`src/rtl/deb_pkg.sv`:
```
package deb_pkg;

    typedef enum logic [1:0] {
        DB_BYPASS    = 2'd0,
        DB_KEEP_LOW  = 2'd1,
        DB_KEEP_HIGH = 2'd2,
        DB_STRICT    = 2'd3
    } db_mode_e;

    typedef enum logic [1:0] {
        ST_FILL = 2'd0,
        ST_IDLE = 2'd1,
        ST_QUAL = 2'd2
    } db_state_e;

    // True when a change toward 'new_high' must be qualified in this mode.
    function automatic logic needs_filter(db_mode_e mode, logic new_high);
        logic r;
        unique case (mode)
            DB_BYPASS:    r = 1'b0;
            DB_KEEP_LOW:  r = new_high;
            DB_KEEP_HIGH: r = ~new_high;
            DB_STRICT:    r = 1'b1;
            default:      r = 1'b1;
        endcase
        return r;
    endfunction

endpackage

```
`src/rtl/deb_sync.sv`:
```
module deb_sync #(
    parameter int STAGES = 2
) (
    input  logic clk,
    input  logic rst_n,
    input  logic d,
    output logic q
);
    logic [STAGES-1:0] chain;

    generate
        if (STAGES == 1) begin : g_one
            always_ff @(posedge clk or negedge rst_n) begin
                if (!rst_n) chain <= '0;
                else        chain <= d;
            end
        end else begin : g_many
            always_ff @(posedge clk or negedge rst_n) begin
                if (!rst_n) chain <= '0;
                else        chain <= {chain[STAGES-2:0], d};
            end
        end
    endgenerate

    assign q = chain[STAGES-1];
endmodule

```
`src/rtl/deb_timebase.sv`:
```
module deb_timebase #(
    parameter int CNT_W   = 4,
    parameter int U0_LOG2 = 1,
    parameter int U1_LOG2 = 3,
    parameter int U2_LOG2 = 9,
    parameter int U3_LOG2 = 11
) (
    input  logic             clk,
    input  logic             rst_n,
    input  logic             clear,
    input  logic             rtc_tick,
    input  logic [1:0]       unit_sel,
    input  logic [CNT_W-1:0] count,
    output logic             expire
);
    localparam int MAX_A = (U0_LOG2 > U1_LOG2) ? U0_LOG2 : U1_LOG2;
    localparam int MAX_B = (U2_LOG2 > U3_LOG2) ? U2_LOG2 : U3_LOG2;
    localparam int MAX_L = (MAX_A > MAX_B) ? MAX_A : MAX_B;
    localparam int PRE_W = (MAX_L < 1) ? 1 : MAX_L;

    logic [PRE_W-1:0] lim [4];
    logic [PRE_W-1:0] presc;
    logic [CNT_W-1:0] units;
    logic [CNT_W-1:0] target_m1;
    logic             unit_done;

    // Last prescaler value of each unit size.
    generate
        for (genvar g = 0; g < 4; g++) begin : g_lim
            localparam int LG = (g == 0) ? U0_LOG2 :
                                (g == 1) ? U1_LOG2 :
                                (g == 2) ? U2_LOG2 : U3_LOG2;
            assign lim[g] = PRE_W'((1 << LG) - 1);
        end
    endgenerate

    assign target_m1 = (count == '0) ? '0 : count - CNT_W'(1);
    assign unit_done = rtc_tick && (presc == lim[unit_sel]);
    assign expire    = !clear && unit_done && (units == target_m1);

    always_ff @(posedge clk or negedge rst_n) begin
        if (!rst_n) begin
            presc <= '0;
            units <= '0;
        end else if (clear) begin
            presc <= '0;
            units <= '0;
        end else if (rtc_tick) begin
            if (unit_done) begin
                presc <= '0;
                units <= units + CNT_W'(1);
            end else begin
                presc <= presc + PRE_W'(1);
            end
        end
    end
endmodule

```
`src/rtl/deb_fsm.sv`:
```
module deb_fsm
    import deb_pkg::*;
#(
    parameter int FILL_CYC = 2
) (
    input  logic     clk,
    input  logic     rst_n,
    input  logic     sync_in,
    input  db_mode_e mode,
    input  logic     expire,
    output logic     level,
    output logic     strobe,
    output logic     qualifying
);
    localparam int FW = $clog2(FILL_CYC + 1);

    db_state_e state, nxt;
    logic [FW-1:0] fill_cnt;
    logic differs, filt, accept, load;

    assign differs = (sync_in != level);
    assign filt    = needs_filter(mode, sync_in);

    // Next state and accept decision.
    always_comb begin
        nxt    = state;
        accept = 1'b0;
        load   = 1'b0;
        unique case (state)
            ST_FILL: begin
                load = 1'b1;
                if (fill_cnt == FW'(FILL_CYC)) nxt = ST_IDLE;
            end
            ST_IDLE: begin
                if (differs) begin
                    if (filt) nxt = ST_QUAL;
                    else      accept = 1'b1;
                end
            end
            ST_QUAL: begin
                if (!differs) begin
                    nxt = ST_IDLE;              // restart
                end else if (!filt || expire) begin
                    accept = 1'b1;
                    nxt    = ST_IDLE;
                end
            end
            default: nxt = ST_FILL;
        endcase
    end

    // State register.
    always_ff @(posedge clk or negedge rst_n) begin
        if (!rst_n) begin
            state    <= ST_FILL;
            fill_cnt <= '0;
        end else begin
            state <= nxt;
            if (state == ST_FILL && fill_cnt != FW'(FILL_CYC))
                fill_cnt <= fill_cnt + FW'(1);
        end
    end

    // Outputs.
    always_ff @(posedge clk or negedge rst_n) begin
        if (!rst_n) begin
            level  <= 1'b0;
            strobe <= 1'b0;
        end else begin
            strobe <= accept;
            if (load)        level <= sync_in;
            else if (accept) level <= ~level;
        end
    end

    assign qualifying = (state == ST_QUAL);
endmodule

```
`src/rtl/pin_deglitch.sv`:
```
module pin_deglitch
    import deb_pkg::*;
#(
    parameter int SYNC_STAGES = 2,
    parameter int CNT_W       = 4,
    parameter int U0_LOG2     = 1,
    parameter int U1_LOG2     = 3,
    parameter int U2_LOG2     = 9,
    parameter int U3_LOG2     = 11
) (
    input  logic             clk,
    input  logic             rst_n,
    input  logic             rtc_tick,
    input  logic             raw_in,
    input  logic [1:0]       cfg_mode,
    input  logic [CNT_W-1:0] cfg_count,
    input  logic             cfg_unit,
    input  logic             cfg_large,
    output logic             level_out,
    output logic             edge_strobe
);
    logic sync_lvl, expire, qualifying;

    deb_sync #(.STAGES(SYNC_STAGES)) u_sync (
        .clk   (clk),
        .rst_n (rst_n),
        .d     (raw_in),
        .q     (sync_lvl)
    );

    deb_timebase #(
        .CNT_W   (CNT_W),
        .U0_LOG2 (U0_LOG2),
        .U1_LOG2 (U1_LOG2),
        .U2_LOG2 (U2_LOG2),
        .U3_LOG2 (U3_LOG2)
    ) u_tb (
        .clk      (clk),
        .rst_n    (rst_n),
        .clear    (!qualifying),
        .rtc_tick (rtc_tick),
        .unit_sel ({cfg_large, cfg_unit}),
        .count    (cfg_count),
        .expire   (expire)
    );

    deb_fsm #(.FILL_CYC(SYNC_STAGES)) u_fsm (
        .clk        (clk),
        .rst_n      (rst_n),
        .sync_in    (sync_lvl),
        .mode       (db_mode_e'(cfg_mode)),
        .expire     (expire),
        .level      (level_out),
        .strobe     (edge_strobe),
        .qualifying (qualifying)
    );
endmodule

```
`config.mk`:
```
export PLATFORM = sky130hd
export DESIGN_NAME = pin_deglitch
export DESIGN_NICKNAME = d
export VERILOG_FILES = /design/src/rtl/deb_pkg.sv /design/src/rtl/deb_sync.sv /design/src/rtl/deb_timebase.sv /design/src/rtl/deb_fsm.sv /design/src/rtl/pin_deglitch.sv
export SDC_FILE = /design/constraint.sdc
export NUM_CORES = 1
export LEC_CHECK = 0
export CAP_MARGIN = 20
export CORE_ASPECT_RATIO = 0.6
export CORE_MARGIN = 2
export CORE_UTILIZATION = 60
export DETAILED_ROUTE_END_ITERATION = 8
export DONT_BUFFER_PORTS = 1
export PLACE_DENSITY = 0.8
export SYNTH_ARGS = -nofsm -noshare
export SYNTH_HDL_FRONTEND = slang
export SYNTH_SLANG_ARGS = --single-unit
```
`constraint.sdc`:
```
create_clock -name clk -period 2.6 [get_ports clk]
set_clock_uncertainty 0.15 [all_clocks]
set_input_delay 0.39 -clock clk [delete_from_list [all_inputs] [get_ports clk]]
set_output_delay 0.39 -clock clk [all_outputs]
set_load 0.02 [all_outputs]
```
# After elaboration in Yosys (flattened, before gate mapping)
# Cells that the tools add are included.
totals:
  mem_bits_ro: 0
  ramBits: 0
  latch_bits: 0
  register_bits: 23
  n_memories: 0
  out_inout_bits: 2
  in_bits: 12
  word_cells: 68
classes:
  shifts: 0
  n_lt_le_gt_ge: 1
  n_mux: 25
  n_eq_ne: 16
  multipliers: 0
  add_sub_neg: 4
  n_div: 0
  n_reduce_logical: 12
  bitwise_logic: 3
ops:
  columns: ["op", "n"]
  rows:
  - ["$mux 11", 5]
  - ["$bmux 11 s2", 1]
  - ["$mux 4", 4]
  - ["$add 11x1->11 const B", 1]
  - ["$eq 11x11->1", 1]
  - ["$mux 2", 5]
  - ["$eq 2x2->1 const B", 4]
  - ["$ne 2x1->1 const B", 4]
  - ["$mux 1", 7]
  - ["$pmux 2 s3", 1]
  - ["$add 4x1->4 const B", 1]
  - ["$eq 2x1->1 const B", 2]
  - ["$eq 4x4->1", 1]
  - ["$logic_and 1x1->1", 4]
  - ["$logic_not 2->1", 2]
  - ["$logic_not 4->1", 1]
  - ["$ne 2x2->1 const B", 2]
  - ["$pmux 1 s4", 1]
  - ["$reduce_and 4->1", 1]
  - ["$sub 4x1->4 const B", 1]
  - ["$ge 3x3->1 const B", 1]
  - ["$ne 3x3->1 const B", 1]
  - ["$not 2->3", 1]
  - ["$add 2x1->2 const B", 1]
  - ["7 further kinds", 8]

# Longest topological paths before layout
# Gate-level depths: netlist of run 1.
depth:
  depth_word: 14
  depth_mapped: 7
  mapped_depth_nobuf: 7

# Cells and area by module
# Synthesis of run 1 repeated with hierarchy kept, for this count alone.
unflattened:
  cells_unflattened: 149
  hier_area_um2: 1402.6
modules_own_cells:
  columns: ["mod", "n_inst", "seq_area_each_um2", "area_per_inst_um2", "cells_per_inst"]
  rows:
  - ["deb_timebase", 1, 375.4, 957.2, 110]
  - ["deb_fsm", 1, 150.1, 391.6, 36]
  - ["deb_sync", 1, 50.0, 50.0, 2]
  - ["pin_deglitch", 1, 0.0, 3.8, 1]

# Least setup slack after synthesis of run 1
# OpenSTA, ideal clock, no wires.
synth_timing:
  kind: "register -> register"
  start: "register u_tb.presc[9]"
  end: "register u_fsm.level"
  t_arrival_ns: 1.893
  t_required_ns: 2.356
  synth_period_minus_slack_ns: 2.137
  path_buffers: 0
  setup_ns: 0.094
  path_slack_ns: 0.463
  path_stages_with_launch: 6
  path_cell_list: "dfrtp_1 > or3_1 > a222oi_1 > nand2_2 > o21a_1 > a211oi_1"
synth_between:
  elab_chain_len: 9
synth_lines:
  columns: ["element", "line", "text"]
  rows:
  - ["start, declared", "deb_timebase.sv:22", "logic [PRE_W-1:0] presc;"]
  - ["start signal, assigned", "deb_timebase.sv:53", "presc <= presc + PRE_W'(1);"]
  - ["$eq 11x11->1", "deb_timebase.sv:38", "assign unit_done = rtc_tick && (presc == lim[unit_sel]);"]
  - ["$logic_and 1x1->1", "deb_timebase.sv:38", null]
  - ["$logic_and 1x1->1 (2 in series)", "deb_timebase.sv:39", "assign expire = !clear && unit_done && (units == target_m1);"]
  - ["$logic_or 1x1->1", "deb_fsm.sv:43", "end else if (!filt || expire) begin"]
  - ["$mux 1", "deb_fsm.sv:43", null]
  - ["$mux 1", "deb_fsm.sv:41", "if (!differs) begin"]
  - ["$pmux 1 s2", "deb_fsm.sv:29", "unique case (state)"]
  - ["$reduce_bool 2->1 (no line)", null, null]
  - ["end signal, assigned", "deb_fsm.sv:71", "if (load) level <= sync_in;"]
  - ["end signal, assigned", "deb_fsm.sv:72", "else if (accept) level <= ~level;"]
  - ["end, declared", "deb_fsm.sv:11", "output logic level,"]
# Every way passes these cells.
# A chain may end at the register's enable or synchronous reset.

# Worst setup path in the final report of run 1
layout_timing:
  start: "register u_tb.presc[1]"
  end: "register u_fsm.level"
# The elaborated chain is that of the path after synthesis.

==> results of run 1 <==
[timing repair]
action | in CTS | in global routing
endpoints found under the hold margin | 24 | 0
endpoints found under the setup margin | 0 | 0
hold buffers | 2 | 0
[Yosys cell counts (5+ instances only)]
cell type | number | share of area
xor2_1 | 10 | 0.060
xnor2_1 | 6 | 0.036
ha_1 | 6 | 0.052
inv_1 | 8 | 0.021
dfrtp_1 | 23 | 0.40
nand2_1 | 14 | 0.036
nor2_1 | 16 | 0.041
nand3_1 | 7 | 0.024
nand4_1 | 5 | 0.022
nor3_1 | 5 | 0.017
and2_1 | 5 | 0.022
[where the power goes]
part | internal (uW) | switching, uW
logic | 134 | 199
registers | 389 | 36.9
clock network | 110 | 116
[sequential cells by signal, indices dropped and copies added, names as in the netlist]
register and cells:
u_tb.presc 11, u_tb.units 4, u_fsm.fill_cnt 2, u_fsm.state 2
u_sync.chain 2, u_fsm.level 1, u_fsm.strobe 1
[through the flow]
step                      instances  setup slack, ns  hold WS, ns  utilization
after floorplan                 161            0.463      -0.0556            -
after global placement          190            0.622      -0.0550        0.669
after detailed placement        190            0.526      -0.0553        0.669
after CTS                       196            0.508        0.139        0.698
after global routing            197            0.311        0.143        0.705
final                           197            0.433        0.139        0.705
[cells by family after synthesis]
kind of cell	share of synthesized area
AND/OR/NAND/NOR	0.266
AO/OA/AOI/OAI	0.145
flip-flops	0.397
XOR/XNOR	0.0966
buffers and inverters	0.0293
adder cells (fa/ha/maj)	0.0518
multiplexers	0.0147
[layout make-up]
type,instances,area [sq um]
flip-flops and latches,23,576
multi-input cells,127,832
fillers,162,658
repair buffers,5,50.0
well taps,30,37.5
inverters,8,30.0
clock buffers,4,45.0
[routing by layer]
metal	global-route usage	wire length [microns]	up-vias
met3	0.0645	201	2
met4	0.0612	12	0
met5	0	0	-
met1	0.376	1510	595
met2	0.380	1470	32
li1	-	-	583
[worst max-delay path by stage]
stage	endpoint	cells after the start	startpoint	slack (ns)
2_1_floorplan	u_fsm.level$_DFFE_PN0P_	5	u_tb.presc[9]$_DFFE_PN0P_	0.46
3_3_place_gp	u_fsm.level$_DFFE_PN0P_	6	u_tb.presc[9]$_DFFE_PN0P_	0.62
3_5_place_dp	u_fsm.level$_DFFE_PN0P_	7	u_tb.presc[1]$_DFFE_PN0P_	0.53
4_1_cts	u_fsm.level$_DFFE_PN0P_	7	u_tb.presc[1]$_DFFE_PN0P_	0.51
5_1_grt	u_fsm.level$_DFFE_PN0P_	7	u_tb.presc[1]$_DFFE_PN0P_	0.31
6_report	u_fsm.level$_DFFE_PN0P_	7	u_tb.presc[1]$_DFFE_PN0P_	0.43
[worst register-to-register path, delay by kind of cell, from the launching register on]
family / cells / cell delay (ns)
flip-flops: 1 / 0.47
AO/OA/AOI/OAI: 4 / 0.88
buffers and inverters: 1 / 0.22
AND/OR/NAND/NOR: 2 / 0.36
==> results.sh, run 1 <==
export IMPL_status="finished, final reports clean"
export IMPL_core_rowCount=13
export IMPL_synth_seq_cells=23
export IMPL_initialDrtViolationCount=113
export IMPL_grt_use_total=0.258
export IMPL_clk_latency_ns=0.27
export IMPL_drc=0
export IMPL_ys_warn_count=0
export IMPL_cts_resized=0
export IMPL_worstHoldPathCells=2
export IMPL_setup_tns_final_ns=0
export IMPL_viasPerCell=6.15
export IMPL_cts_buffers_inserted=3
export IMPL_synth_area_sq_mm=0.00145
export IMPL_synth_edf_count=0
export IMPL_finalSetupViolCount=0
export IMPL_fmax_mhz=462
export IMPL_cp_start_kind="register"
export IMPL_criticalPathCategory="reg -> reg"
export IMPL_r2r_start="u_tb.presc[1]$_DFFE_PN0P_"
export IMPL_rsz0062_at_grt="no"
export IMPL_reg2reg_slack_ns=0.43
export IMPL_totalWireLength_microns=3190
export IMPL_cap_viol_max_count=0
export IMPL_initial_core_util=0.651
export IMPL_slowest_stage="dfrtp_1"
export IMPL_grt_pass1_wl_microns=5550
export IMPL_seq_area_frac_synth=0.397
export IMPL_cts_setup_buffers=0
export IMPL_placed_cell_area_sq_mm=0.00149
export IMPL_path_buf_inv=1
export IMPL_grt_pass1_vias=1191
export IMPL_cpLargestDelayFamily="compound AO/OA/AOI/OAI gates"
export IMPL_root_buffer="clkbuf_8"
export IMPL_cts_clk_slew_worst_paths_ns=0.08
export IMPL_htreeDepth=1
export IMPL_fin_crit_ns=2.17
export IMPL_grt_overflow=0
export IMPL_synthCells=161
export IMPL_vias=1212
export IMPL_layout_drive_gt1_share=0.0719
export IMPL_cp_required_ns=2.62
export IMPL_fp_dieArea_sq_mm=0.00284
export IMPL_cts_path_max_buffers=2
export IMPL_core_sq_mm=0.00223
export IMPL_crit_fanout=8
export IMPL_cts_sinks=23
export IMPL_min_from="rtc_tick"
export IMPL_die_w_microns=67.5
export IMPL_finalInstanceArea_sq_mm=0.00157
export IMPL_ys_async_sr_fraction=1.00
export IMPL_path_cells="nor3_1, o21ai_1, a222oi_1, buf_4, nand2_2, o21a_1, a211oi_1"
export IMPL_place_congestion=0.829
export IMPL_cts_tree="built"
export IMPL_arrival_ns=2.19
export IMPL_r2r_end="u_fsm.level$_DFFE_PN0P_"
export IMPL_p_leak_uw=0.000664
export IMPL_antenna_found_initial=0
export IMPL_period_share=0.833
export IMPL_synth_ff_type="dfrtp_1"
export IMPL_diodes=0
export IMPL_ios=14
export IMPL_tightest_slew_ns=0.541
export IMPL_power_density_mw_per_mm2=627
export IMPL_final_cell_mix="dfrtp_1 (23), nor2_1 (16), nand2_1 (14)"
export IMPL_first_pass_iters=6
export IMPL_hp_class="in -> reg"
export IMPL_slew_headroom=0.638
export IMPL_wl_per_cell_microns=16.2
export IMPL_total_power_uw=985
export IMPL_syn_nets=179
export IMPL_hold_viol=0
export IMPL_nNetsFinal=186
export IMPL_antenna_left=0
export IMPL_drv_slew=0
export IMPL_dp_hpwl_microns=2370
export IMPL_port_buffer_count=0
export IMPL_ff2ff_path_depth=7
export IMPL_min_to="u_tb.presc[1]$_DFFE_PN0P_"
export IMPL_max_stage_delay_ns=0.47
export IMPL_yosysUniqueCellTypes=44
export IMPL_grt_max_degree=24
export IMPL_ir_drop_uv=387
export IMPL_end_kind="register"
export IMPL_avgSynthCellArea_sq_um=9.01
export IMPL_die_h_microns=42.1
export IMPL_syn2layout_area_growth_pct=8.28
export IMPL_final_common_cell="dfrtp_1"
(Power assumes the default switching activity.)
==> inputs of run 2 (changes only) <==
Settings changed: ABC_AREA from default to 1.
Clock period 2.6 ns to 2 ns, I/O delays scaled along.
==> run 2 against run 1 <==
Against the previous run:
- cell area shrank 1.2%
- global-route usage decreased by 2.9 points
- die area decreased by 0.79%
- routed wire length decreased by 14%
- clock power grew 25%
- sequential power up 34%
- first-iteration DRC count decreased by 12%
- non-clock buffer count decreased by 1
- critical endpoint is now u_fsm.state[0]$_DFFE_PN0P_
- register-to-register slack got worse by 0.25 ns
- largest power group unchanged
- final cell count increased by 20%
==> results.sh, run 2 <==
export IMPL_final_cell_mix="nand2_1 (55), inv_1 (29), dfrtp_1 (23)"
export IMPL_dp_hpwl_microns=2150
export IMPL_crit_fanout=5
export IMPL_seq_area_frac_synth=0.400
export IMPL_cap_viol_max_count=0
export IMPL_synth_area_sq_mm=0.00144
export IMPL_path_cells="nand2_1, o21ai_1, nand3_1, nor3_1, nand2_1, nand2_1, nand3_1, nand2_1, nand2_1"
export IMPL_htreeDepth=1
export IMPL_port_buffer_count=0
export IMPL_arrival_ns=1.82
export IMPL_status="finished, final reports clean"
export IMPL_path_buf_inv=0
export IMPL_cp_required_ns=2.00
export IMPL_cts_clk_slew_worst_paths_ns=0.08
export IMPL_layout_drive_gt1_share=0.0825
export IMPL_cts_buffers_inserted=3
export IMPL_layout_cells_non_filler=236
export IMPL_cpMostUsedCell="nand2_1"
export IMPL_cpLargestDelayFamily="simple AND/OR/NAND/NOR gates"
export IMPL_cts_tree="built"
export IMPL_grt_pass1_wl_microns=4950
export IMPL_place_congestion=0.820
export IMPL_synth_ff_type="dfrtp_1"
export IMPL_fmax_mhz=549
export IMPL_antenna_left=0
export IMPL_tightest_slew_ns=0.421
export IMPL_synth_edf_count=0
export IMPL_ys_async_sr_fraction=1.00
export IMPL_finalSetupViolCount=0
export IMPL_cts_setup_buffers=0
export IMPL_cts_sinks=23
export IMPL_synth_top_cell_area_share=0.400
export IMPL_synthTopCellsByCount="nand2_1 (55), inv_1 (29), dfrtp_1 (23), nor2_1 (20), o21ai_0 (16)"
export IMPL_yosysMostFrequentCell="nand2_1"
export IMPL_diodes=0
export IMPL_grt_use_total=0.229
export IMPL_synth_area_leader_cell="dfrtp_1"
export IMPL_nNetsFinal=225
export IMPL_yosysUniqueCellTypes=25
export IMPL_largest_register="u_tb.presc"
export IMPL_avgSynthCellArea_sq_um=7.15
export IMPL_die_w_microns=67.2
export IMPL_end_kind="register"
export IMPL_clk_latency_ns=0.26
export IMPL_fin_crit_ns=1.82
export IMPL_synth_seq_cells=23
export IMPL_hold_viol=0
export IMPL_hp_class="in -> reg"
export IMPL_cts_path_max_buffers=2
export IMPL_largest_registers="u_tb.presc: 11 flops, u_tb.units: 4 flops"
export IMPL_fp_dieArea_sq_mm=0.00282
export IMPL_p_leak_uw=0.000780
export IMPL_root_buffer="clkbuf_8"
export IMPL_grt_max_degree=24
export IMPL_slowest_stage="dfrtp_1"
export IMPL_initialDrtViolationCount=99
export IMPL_power_density_mw_per_mm2=787
export IMPL_slew_headroom=0.719
export IMPL_synth_area_leaders="dfrtp_1 (40%), nand2_1 (14%), inv_1 (7.6%)"
export IMPL_totalWireLength_microns=2730
export IMPL_viasPerCell=5.23
export IMPL_drc=0
export IMPL_vias=1235
export IMPL_syn_nets=219
export IMPL_max_stage_delay_ns=0.46
export IMPL_ys_warn_count=0
export IMPL_hold_slack_ns=0.0620
export IMPL_ir_drop_uv=525
export IMPL_die_h_microns=41.9
export IMPL_grt_overflow=0
export IMPL_criticalPathCategory="reg -> reg"
export IMPL_core_rowCount=13
export IMPL_largest_register_ffs=11
export IMPL_initial_core_util=0.650
export IMPL_syn2layout_area_growth_pct=7.92
export IMPL_dp_cells=229
export IMPL_core_sq_mm=0.00221
export IMPL_synthCells=201
export IMPL_final_common_cell="nand2_1"
export IMPL_wl_per_cell_microns=11.6
export IMPL_period_share=0.910
export IMPL_reg2reg_slack_ns=0.18
export IMPL_cp_start_kind="register"
export IMPL_fillerInstances=191
export IMPL_grt_pass1_vias=1176
export IMPL_ios=14
export IMPL_antenna_found_initial=0
export IMPL_first_pass_iters=4
export IMPL_drv_slew=0
[run 2: through the flow]
step                power [uW]  area (sq um)  setup TNS [ns]  setup WS, ns   util
detailed placement         929          1470               0         0.107  0.663
CTS                       1230          1530               0        0.0957  0.692
floorplan                  855          1440               0         0.156      -
global route              1320          1550        -0.00276      -0.00276  0.701
global placement           912          1470               0         0.178  0.663
finish                    1220          1550               0         0.180  0.701
[run 2: where the power goes]
group	total (uW)	internal (uW)	switching (uW)	leakage, uW
sequential	570	512	57.9	0.000306
combinational	367	136	231	0.000451
clock	283	142	141	0.0000228
total	1220	790	430	0.000780
[run 2: cell type report]
class / count / area (sq um) / area share
Inverter: 32 / 120 / 0.0774
Sequential cell: 23 / 576 / 0.371
Tap cell: 30 / 37.5 / 0.0242
Timing Repair Buffer: 4 / 42.5 / 0.0274
Clock buffer: 4 / 45.0 / 0.0290
Multi-Input combinational cell: 143 / 731 / 0.471
[run 2: timing repair]
item / CTS / global route
endpoints found under the setup margin: 0 / 3
resized for setup: 0 / 2
hold endpoints to repair: 24 / 0
hold buffers: 2 / 0
[run 2: worst paths after layout]
kind | from | endpoint | cells past startpoint
max in group asynchronous | rst_n | u_tb.presc[2]$_DFFE_PN0P_ | 2
setup / recovery | u_tb.presc[6]$_DFFE_PN0P_ | u_fsm.state[0]$_DFFE_PN0P_ | 9
min in group asynchronous | rst_n | u_tb.presc[10]$_DFFE_PN0P_ | 1
hold reg to reg | u_sync.chain[0]$_DFF_PN0_ | u_sync.chain[1]$_DFF_PN0_ | 0
hold / removal | rtc_tick | u_tb.presc[0]$_DFFE_PN0P_ | 2
setup reg to reg | u_tb.presc[6]$_DFFE_PN0P_ | u_fsm.state[0]$_DFFE_PN0P_ | 9
[run 2: cell families (layout without fill, tap and decap cells)]
| group | Yosys count | in the layout | synth area share |
|---|---|---|---|
| compound gates | 23 | 23 | 0.0818 |
| flops | 23 | 23 | 0.400 |
| fa+ha+maj | 6 | 6 | 0.0522 |
| xor+xnor | 5 | 5 | 0.0305 |
| simple gates | 109 | 109 | 0.340 |
| buf+inv | 35 | 40 | 0.0949 |
[run 2: routing by layer]
layer  part of all wire  wire [microns]  up-vias  global-route usage
met5                  0               0        -                   0
li1                   -               -      641                   -
met2               0.41            1120       43               0.335
met3              0.078             214        0              0.0623
met1               0.51            1390      551               0.349
met4                  0               0        0              0.0286
